===== config.mk =====
export PLATFORM = sky130hd
export DESIGN_NAME = flash_lock_ctrl
export DESIGN_NICKNAME = d
export VERILOG_FILES = /design/src/rtl/flash_lock_pkg.sv /design/src/rtl/flash_lock_timer.sv /design/src/rtl/flash_lock_cmd.sv /design/src/rtl/flash_lock_store.sv /design/src/rtl/flash_lock_ctrl.sv
export SDC_FILE = /design/constraint.sdc
export NUM_CORES = 1
export LEC_CHECK = 0
export BUFFER_PORTS_ARGS = -buffer_cell sky130_fd_sc_hd__buf_2
export CAP_MARGIN = 20
export CORE_MARGIN = 8
export CORE_UTILIZATION = 57
export CTS_BUF_LIST = sky130_fd_sc_hd__clkbuf_8
export DETAILED_ROUTE_END_ITERATION = 12
export GPL_ROUTABILITY_DRIVEN = 0
export GPL_TIMING_DRIVEN = 0
export PLACE_DENSITY = 0.9
export SLEW_MARGIN = 30
export SYNTH_ARGS = -nofsm -noshare
export SYNTH_HDL_FRONTEND = slang
export SYNTH_SLANG_ARGS = --single-unit

===== constraint.sdc =====
create_clock -name clk -period 3.5 [get_ports clk]
set_clock_uncertainty 0.1 [all_clocks]
set_input_delay 0.525 -clock clk [delete_from_list [all_inputs] [get_ports clk]]
set_output_delay 0.525 -clock clk [all_outputs]
set_load 0.01 [all_outputs]

===== src/rtl/flash_lock_pkg.sv =====
package flash_lock_pkg;
  localparam logic [7:0] CMD_LOCK_SETUP  = 8'h60;
  localparam logic [7:0] CMD_CONF_BLOCK  = 8'h01;
  localparam logic [7:0] CMD_CONF_MASTER = 8'hF1;
  localparam logic [7:0] CMD_CLR_STATUS  = 8'h50;
  localparam logic [7:0] CMD_RD_STATUS   = 8'h70;
  localparam logic [7:0] CMD_RD_ARRAY    = 8'hFF;

  typedef enum logic [1:0] {
    MODE_ARRAY  = 2'd0,
    MODE_STATUS = 2'd1,
    MODE_SETUP  = 2'd2,
    MODE_BUSY   = 2'd3
  } mode_e;

  typedef struct packed {
    logic to_master;
    logic hv;
    logic sup;
  } lock_op_t;
endpackage


===== src/rtl/flash_lock_timer.sv =====
module flash_lock_timer #(
  parameter int BUSY_CYCLES = 4
) (
  input  logic clk,
  input  logic rst_n,
  input  logic start_i,
  output logic busy_o,
  output logic done_o
);
  localparam int CNT_W = $clog2(BUSY_CYCLES + 1);
  localparam logic [CNT_W-1:0] LOAD = CNT_W'(BUSY_CYCLES);
  localparam logic [CNT_W-1:0] LAST = CNT_W'(1);

  logic [CNT_W-1:0] cnt_q;

  always_ff @(posedge clk or negedge rst_n) begin
    if (!rst_n) cnt_q <= '0;
    else if (start_i) cnt_q <= LOAD;
    else if (cnt_q != '0) cnt_q <= cnt_q - LAST;
  end

  assign busy_o = (cnt_q != '0);
  assign done_o = (cnt_q == LAST);
endmodule


===== src/rtl/flash_lock_cmd.sv =====
module flash_lock_cmd
  import flash_lock_pkg::*;
#(
  parameter int ADDR_W = 8,
  parameter int BLK_W  = 3
) (
  input  logic              clk,
  input  logic              rst_n,
  input  logic              wr_valid_i,
  input  logic [ADDR_W-1:0] wr_addr_i,
  input  logic [7:0]        wr_data_i,
  input  logic              hv_i,
  input  logic              sup_i,
  input  logic              done_i,
  output logic              wr_ready_o,
  output logic              read_status_o,
  output logic              start_o,
  output logic              seq_err_o,
  output logic              clr_o,
  output lock_op_t          op_o,
  output logic [BLK_W-1:0]  op_blk_o
);
  mode_e            mode_q, mode_d;
  lock_op_t         op_q, op_d;
  logic [BLK_W-1:0] blk_q, blk_d;
  logic             fire;
  logic             unused_addr;

  assign unused_addr = ^wr_addr_i;
  assign wr_ready_o  = (mode_q != MODE_BUSY);
  assign fire        = wr_valid_i && wr_ready_o;

  always_comb begin
    mode_d    = mode_q;
    op_d      = op_q;
    blk_d     = blk_q;
    start_o   = 1'b0;
    seq_err_o = 1'b0;
    clr_o     = 1'b0;
    case (mode_q)
      MODE_BUSY: if (done_i) mode_d = MODE_STATUS;
      MODE_SETUP: if (fire) begin
        if (wr_data_i == CMD_CONF_BLOCK || wr_data_i == CMD_CONF_MASTER) begin
          op_d.to_master = (wr_data_i == CMD_CONF_MASTER);
          op_d.hv        = hv_i;
          op_d.sup       = sup_i;
          blk_d          = wr_addr_i[ADDR_W-1 -: BLK_W];
          start_o        = 1'b1;
          mode_d         = MODE_BUSY;
        end else begin
          seq_err_o = 1'b1;
          mode_d    = MODE_STATUS;
        end
      end
      default: if (fire) begin
        case (wr_data_i)
          CMD_LOCK_SETUP: mode_d = MODE_SETUP;
          CMD_CLR_STATUS: clr_o  = 1'b1;
          CMD_RD_STATUS:  mode_d = MODE_STATUS;
          CMD_RD_ARRAY:   mode_d = MODE_ARRAY;
          default:        mode_d = mode_q;
        endcase
      end
    endcase
  end

  always_ff @(posedge clk or negedge rst_n) begin
    if (!rst_n) begin
      mode_q <= MODE_ARRAY;
      op_q   <= '0;
      blk_q  <= '0;
    end else begin
      mode_q <= mode_d;
      op_q   <= op_d;
      blk_q  <= blk_d;
    end
  end

  assign read_status_o = (mode_q != MODE_ARRAY);
  assign op_o          = op_q;
  assign op_blk_o      = blk_q;
endmodule


===== src/rtl/flash_lock_store.sv =====
module flash_lock_store
  import flash_lock_pkg::*;
#(
  parameter int NUM_BLOCKS = 8,
  parameter int BLK_W      = 3
) (
  input  logic                  clk,
  input  logic                  rst_n,
  input  logic                  done_i,
  input  lock_op_t              op_i,
  input  logic [BLK_W-1:0]      op_blk_i,
  input  logic                  seq_err_i,
  input  logic                  clr_i,
  output logic [NUM_BLOCKS-1:0] lock_o,
  output logic                  master_o,
  output logic                  err_prot_o,
  output logic                  err_sup_o,
  output logic                  err_lock_o,
  output logic                  err_seq_o
);
  logic master_q;
  logic sup_fail, prot_fail, grant;

  assign sup_fail  = !op_i.sup;
  assign prot_fail = op_i.sup && !op_i.hv && (op_i.to_master || master_q);
  assign grant     = done_i && !sup_fail && !prot_fail;

  always_ff @(posedge clk or negedge rst_n) begin
    if (!rst_n) master_q <= 1'b0;
    else if (grant && op_i.to_master) master_q <= 1'b1;
  end

  for (genvar b = 0; b < NUM_BLOCKS; b++) begin : g_blk
    logic lk_q;
    always_ff @(posedge clk or negedge rst_n) begin
      if (!rst_n) lk_q <= 1'b0;
      else if (grant && !op_i.to_master && op_blk_i == BLK_W'(b)) lk_q <= 1'b1;
    end
    assign lock_o[b] = lk_q;
  end

  always_ff @(posedge clk or negedge rst_n) begin
    if (!rst_n) begin
      err_prot_o <= 1'b0;
      err_sup_o  <= 1'b0;
      err_lock_o <= 1'b0;
      err_seq_o  <= 1'b0;
    end else if (clr_i) begin
      err_prot_o <= 1'b0;
      err_sup_o  <= 1'b0;
      err_lock_o <= 1'b0;
      err_seq_o  <= 1'b0;
    end else begin
      if (done_i && prot_fail) err_prot_o <= 1'b1;
      if (done_i && sup_fail)  err_sup_o  <= 1'b1;
      if ((done_i && (sup_fail || prot_fail)) || seq_err_i) err_lock_o <= 1'b1;
      if (seq_err_i) err_seq_o <= 1'b1;
    end
  end

  assign master_o = master_q;
endmodule


===== src/rtl/flash_lock_ctrl.sv =====
module flash_lock_ctrl
  import flash_lock_pkg::*;
#(
  parameter int NUM_BLOCKS  = 8,
  parameter int ADDR_W      = 8,
  parameter int BUSY_CYCLES = 4,
  localparam int BLK_W      = $clog2(NUM_BLOCKS)
) (
  input  logic              clk,
  input  logic              rst_n,
  input  logic              wr_valid_i,
  output logic              wr_ready_o,
  input  logic [ADDR_W-1:0] wr_addr_i,
  input  logic [7:0]        wr_data_i,
  input  logic              hv_flag_i,
  input  logic              supply_ok_i,
  input  logic [BLK_W-1:0]  query_blk_i,
  output logic              blk_writable_o,
  output logic              master_lock_o,
  output logic              ready_busy_o,
  output logic              read_status_o,
  output logic [7:0]        status_o
);
  lock_op_t              op;
  logic [BLK_W-1:0]      op_blk;
  logic                  start, done, busy, seq_err, clr;
  logic [NUM_BLOCKS-1:0] lock_vec;
  logic                  e_prot, e_sup, e_lock, e_seq;

  flash_lock_cmd #(.ADDR_W(ADDR_W), .BLK_W(BLK_W)) u_cmd (
    .clk(clk), .rst_n(rst_n), .wr_valid_i(wr_valid_i), .wr_addr_i(wr_addr_i),
    .wr_data_i(wr_data_i), .hv_i(hv_flag_i), .sup_i(supply_ok_i), .done_i(done),
    .wr_ready_o(wr_ready_o), .read_status_o(read_status_o), .start_o(start),
    .seq_err_o(seq_err), .clr_o(clr), .op_o(op), .op_blk_o(op_blk)
  );

  flash_lock_timer #(.BUSY_CYCLES(BUSY_CYCLES)) u_timer (
    .clk(clk), .rst_n(rst_n), .start_i(start), .busy_o(busy), .done_o(done)
  );

  flash_lock_store #(.NUM_BLOCKS(NUM_BLOCKS), .BLK_W(BLK_W)) u_store (
    .clk(clk), .rst_n(rst_n), .done_i(done), .op_i(op), .op_blk_i(op_blk),
    .seq_err_i(seq_err), .clr_i(clr), .lock_o(lock_vec), .master_o(master_lock_o),
    .err_prot_o(e_prot), .err_sup_o(e_sup), .err_lock_o(e_lock), .err_seq_o(e_seq)
  );

  assign ready_busy_o   = !busy;
  assign blk_writable_o = !lock_vec[query_blk_i];
  assign status_o       = {!busy, 1'b0, e_seq, e_lock, e_sup, 1'b0, e_prot, 1'b0};
endmodule


== After elaboration in Yosys (flattened, before gate mapping) ==
Index checks and enable logic that the tools add are counted.
Storage, ports and cells
  flip-flop bits (word level): 24
  output and inout port bits: 13
  input bits: 24
  memories: 0
  word-level logic and storage cells: 108
  bits in writable memories: 0
  ROM bits: 0
  latch bits: 0
Operators by class
  eq/ne operators: 19
  reductions and logical operators: 41
  bitwise logic cells: 0
  add/sub/neg operators: 1
  div/mod/pow operators: 0
  shift-type cells: 0
  multiply operators: 0
  muxes and demuxes: 27
  magnitude comparators: 1
Operators by type and width (number)
  == test 8 x 7 -> 1 bit, second input constant: 3
  logical AND 1 bit: 18
  2-to-1 mux 1 bit: 18
  == test 8 bit, second input constant: 2
  nonzero test 2 bit: 7
  == test 3 bit, second input constant: 4
  == test 8 x 1 -> 1 bit, second input constant: 1
  2-to-1 mux 2 bit: 4
  == test 3 x 1 -> 1 bit, second input constant: 2
  == test 3 x 2 -> 1 bit, second input constant: 2
  logical NOT 1 bit: 6
  2-to-1 mux 3 bit: 2
  case mux 2 bit (3 select lines): 1
  nonzero test 5 bit: 1
  == test 2 bit, second input constant: 2
  logical OR 1 bit: 4
  less-than comparator 3 x 4 -> 1 bit, second input constant: 1
  != test 2 x 1 -> 1 bit, second input constant: 2
  case mux 2 bit (2 select lines): 1
  AND reduction 4 bit: 1
  binary-select mux 1 bit (select 3 bit): 1
  logical NOT 3 bit: 1
  AND reduction 3 bit: 1
  nonzero test 3 bit: 1
  other kinds (3): 3

== Longest topological paths before layout ==
  depth after elaboration: 8
  depth in mapped cells: 5

== By module ==
From an unflattened synthesis, not the netlist that was laid out.
Second synthesis, totals
  cells, all modules: 132
  area total of the unflattened synthesis: 1416.4 sq um
Modules (own cells, without submodules)
  flash_lock_store: cells each 55, seq. area each 325.3 sq um, area each 596.8 sq um, instances 1
  flash_lock_cmd: cells each 46, seq. area each 200.2 sq um, area each 490.5 sq um, instances 1
  flash_lock_timer: cells each 18, seq. area each 75.1 sq um, area each 198.9 sq um, instances 1
  flash_lock_ctrl: cells each 13, seq. area each 0.0 sq um, area each 130.1 sq um, instances 1

== Worst setup path before layout ==
Ideal clock, no wire load.
  kind: input port to output port
  from: input query_blk_i[0]
  to: output blk_writable_o
  cell stages on the path: 2
  setup slack: 1.648 ns
  buffers on the path: 0
  arrival: 1.227 ns
  data required time: 2.875 ns
  cells stage by stage: mux4_2 -> mux2i_1
Between the ends
  word-level cells in the longest chain between the ends: 3
Ends and longest elaborated chain
  start, declared: RTL line flash_lock_ctrl.sv:17  | input logic [BLK_W-1:0] query_blk_i,
  binary-select mux 1 bit (select 3 bit): RTL line flash_lock_ctrl.sv:48  | assign blk_writable_o = !lock_vec[query_blk_i];
  2-to-1 mux 1 bit (not written as such): RTL line flash_lock_ctrl.sv:48
  logical NOT 1 bit: RTL line flash_lock_ctrl.sv:48
  end, declared: RTL line flash_lock_ctrl.sv:18  | output logic blk_writable_o,
Every way passes these cells. The select of a mux whose other input is x is not followed.

== Final worst setup path ==
  from: register u_timer.cnt_q[0]
  to: output status_o[7]
Between the ends
  word-level cells in the longest chain between the ends: 2
Ends and longest elaborated chain
  start, declared: RTL line flash_lock_timer.sv:14  | logic [CNT_W-1:0] cnt_q;
  start signal, assigned: RTL line flash_lock_timer.sv:19  | else if (cnt_q != '0) cnt_q <= cnt_q - LAST;
  nonzero test 3 bit: RTL line flash_lock_timer.sv:22  | assign busy_o = (cnt_q != '0);
  logical NOT 1 bit: RTL line flash_lock_ctrl.sv:49  | assign status_o = {!busy, 1'b0, e_seq, e_lock, e_sup, 1'b0, e_prot, 1'b0};
  end, declared: RTL line flash_lock_ctrl.sv:22  | output logic [7:0] status_o
Every way passes these cells.

==> results.json <==
{
  "final_layout_size_suffix_gt1_share_pct": 41.1,
  "grt.total_usage_pct": 13.9,
  "startpoint_type": "flip-flop",
  "die-area_um2": 4230,
  "hp-class": "primary input to async pin",
  "setup_tns_ns": 0,
  "internal_power_mw": 0.480,
  "wl_per_cell_um": 15.7,
  "cp_slowest_cell": "dfrtp_1",
  "end_kind": "output port",
  "row_count": 17,
  "top_usage_layer": "met2",
  "post_cts_buffers": 0,
  "regToRegEndpoint": "u_cmd.mode_q[1]",
  "drcViolationCount": 0,
  "period_share_pct": 61.0,
  "io_buffers": 28,
  "first_pass_iters": 4,
  "die_h_um": 65.0,
  "grt.met3_usage_pct": 4.12,
  "grt_max_degree": 25,
  "cp-endpoint": "status_o[7]",
  "die_w_um": 65.0,
  "max-cap-violations": 0,
  "fillers": 178,
  "viasPerCell": 5.70,
  "path_max_fanout": 4,
  "fin_nets": 179,
  "p_sw_mw": 0.197,
  "pwr-share-clk_pct": 27.6,
  "critPathKind": "flip-flop to output port",
  "cp.required_ns": 2.87,
  "slew_headroom_pct": 65.1,
  "status": "finished, final reports clean",
  "antenna_found_initial": 0,
  "max-vdd-ir-drop_v": 0.000397,
  "power_frac_comb_pct": 25.2,
  "yosysSeqAreaShare_pct": 43.9,
  "cts_hold_buf": 0,
  "critical_path.max_stage_delay_ns": 0.41,
  "cp.depth": 6,
  "met2_usage_pct": 24.8,
  "cp.arrival_ns": 1.51,
  "drv_slew": 0,
  "clk_pin_slew_ns": 0.08,
  "rsz0062_at_grt": "no",
  "seq_power_share_pct": 47.2,
  "clock_latency_ns": 0.27,
  "crit_top_cell": "inv_1",
  "cts_buffer_depth": 2,
  "synthDistinctLibCells": 45,
  "hold_viol_final": 0,
  "boundaryPins": 37,
  "cts_tree": "yes",
  "htreeDepth": 1,
  "synth_top_family_by_area": "simple AND/OR/NAND/NOR gates",
  "mappedNetlistArea_um2": 1370,
  "synthXorXnorAreaFrac_pct": 0.640,
  "yosys_most_used_dff": "dfrtp_1",
  "fin_cells": 179,
  "power_density_nw_per_um2": 421,
  "synth_compound_area_share_pct": 15.4,
  "core_area_um2": 2230,
  "avgSynthCellArea_um2": 11.7,
  "dpl_worst_slack_ns": 1.45,
  "register_area_um2": 601,
  "synth_fa_ha_area_share_pct": 2.74,
  "p_leak_nw": 0.841,
  "dp_hpwl_um": 2270,
  "grt_pass1_vias": 1067,
  "synthMuxAreaShare_pct": 9.60,
  "syn_to_final_growth_pct": 17.4,
  "setup_viol": 0,
  "drt.antenna.violating_nets": 0,
  "synth-simple-area-share_pct": 20.8,
  "layout_min_cycle_time_ns": 2.14,
  "cts.root.buffer_cell": "clkbuf_8",
  "ctsResizeCount": 0,
  "overflow": 0,
  "power.share.switching_pct": 29.1,
  "num_antenna_cells": 0,
  "synth_cells": 117,
  "r2r_start": "u_timer.cnt_q[1]",
  "crit_chain": "inv_1, ha_1, nand2b_1, inv_1, buf_4, buf_2",
  "tightest_slew_ns": 0.524,
  "cp_num_buf_inv": 4,
  "r2r_slack_ns": 1.80,
  "critPathLaunch": "u_timer.cnt_q[0]",
  "synthArstFlopShare_pct": 100,
  "drt_iter0_drc": 27,
  "numCtsBuffers": 3,
  "path_delay_family": "buffers and inverters",
  "dp_cells": 175,
  "wl_um": 2810,
  "synth_edf_count": 0,
  "multi_input_area_um2": 684,
  "clock.fmax_mhz": 468,
  "synth_seq_cells": 24,
  "vias": 1020,
  "start_util_pct": 61.3,
  "final_common_cell": "buf_2",
  "met1_usage_pct": 14.3,
  "grt_pass1_wl_um": 4710,
  "cts_sinks": 24,
  "yosys_warnings": 0,
  "layout_setup_ws_ns": 1.36,
  "mostFrequentLayoutCells": "buf_2, dfrtp_1, buf_4",
  "r2r_cells": 5
}
## power groups by stage
| stage | combinational, mW | clock (mW) | sequential (mW) |
|---|---|---|---|
| finish | 0.171 | 0.187 | 0.319 |
| floorplan | 0.116 | 0 | 0.318 |
| detailed placement | 0.171 | 0 | 0.324 |
| global placement | 0.158 | 0 | 0.321 |
| global route | 0.188 | 0.199 | 0.321 |
| CTS | 0.173 | 0.191 | 0.319 |
## Yosys cell counts (all sizes together) (3+ instances only)
master / count / area share [%]
a21o: 7 / 3.8
buf: 9 / 4.8
dfrtp: 24 / 44
ha: 3 / 2.7
inv: 7 / 1.9
mux2: 5 / 4.1
mux2i: 3 / 2.2
nand2: 4 / 1.1
nand2b: 4 / 1.8
nor2: 6 / 1.6
nor2b: 4 / 1.8
nor4: 5 / 4.3
## sequential cells by signal, summed over array words and instances (netlist names)
| name | flops |
|---|---|
| u_timer.cnt_q | 3 |
| u_cmd.op_o | 3 |
| u_store.err_sup_o | 1 |
| u_store.err_lock_o | 1 |
| u_store.g_blk.lk_q | 8 |
| u_store.master_o | 1 |
| u_store.err_seq_o | 1 |
| u_store.err_prot_o | 1 |
| u_cmd.op_blk_o | 3 |
| u_cmd.mode_q | 2 |
## metal layers
layer | share of wire [%] | wire length, µm
met5 | 0 | 0
met4 | 1.9 | 53
met3 | 4.5 | 127
met2 | 54 | 1510
met1 | 40 | 1110
## how the worst min path moves through the flow
| stage | cells past startpoint | endpoint | start | slack (ns) |
|---|---|---|---|---|
| after detailed placement | 1 | u_store.g_blk[5].lk_q | u_store.g_blk[5].lk_q | 0.35 |
| after global routing | 1 | u_store.g_blk[4].lk_q | rst_n | 0.16 |
| after CTS | 1 | u_store.g_blk[4].lk_q | rst_n | 0.14 |
| final | 1 | u_cmd.op_o[0] | rst_n | 0.12 |
| after floorplan | 0 | u_cmd.mode_q[0] | rst_n | 0.13 |
| after global placement | 1 | u_store.g_blk[2].lk_q | u_store.g_blk[2].lk_q | 0.34 |
## metrics by stage
step,utilization [%],cell area (µm²),total power [mW],hold WS [ns]
after global placement,69.5,1550,0.478,0.337
after detailed placement,69.5,1550,0.495,0.346
after CTS,71.9,1610,0.683,0.136
final,71.9,1610,0.676,0.124
after floorplan,-,1380,0.434,0.129
after global routing,71.9,1610,0.708,0.158
## cell families after synthesis
| family | count (synthesis) |
|---|---|
| flip-flops | 24 |
| multiplexers | 10 |
| AND/OR/NAND/NOR | 37 |
| AO/OA/AOI/OAI | 25 |
| adder cells (fa/ha/maj) | 3 |
| buffers and inverters | 16 |
| other | 1 |
| XOR/XNOR | 1 |
## worst register-to-register path, stage by stage (launching register included)
cell and delay [ns]:
dfrtp_1 0.39, inv_1 0.10, ha_1 0.17, nor2b_1 0.34, o22ai_1 0.15, a311o_1 0.34
## layout make-up
cell class              instances  area share, %
inverters                       7           1.64
clock buffers                   4           3.43
flip-flops and latches         24           37.4
plain buffers                   9           4.05
multi-input cells              79           42.6
well taps                      28           2.18
repair buffers                 28           8.72
Note: power is estimated with default switching activity, not from simulation.
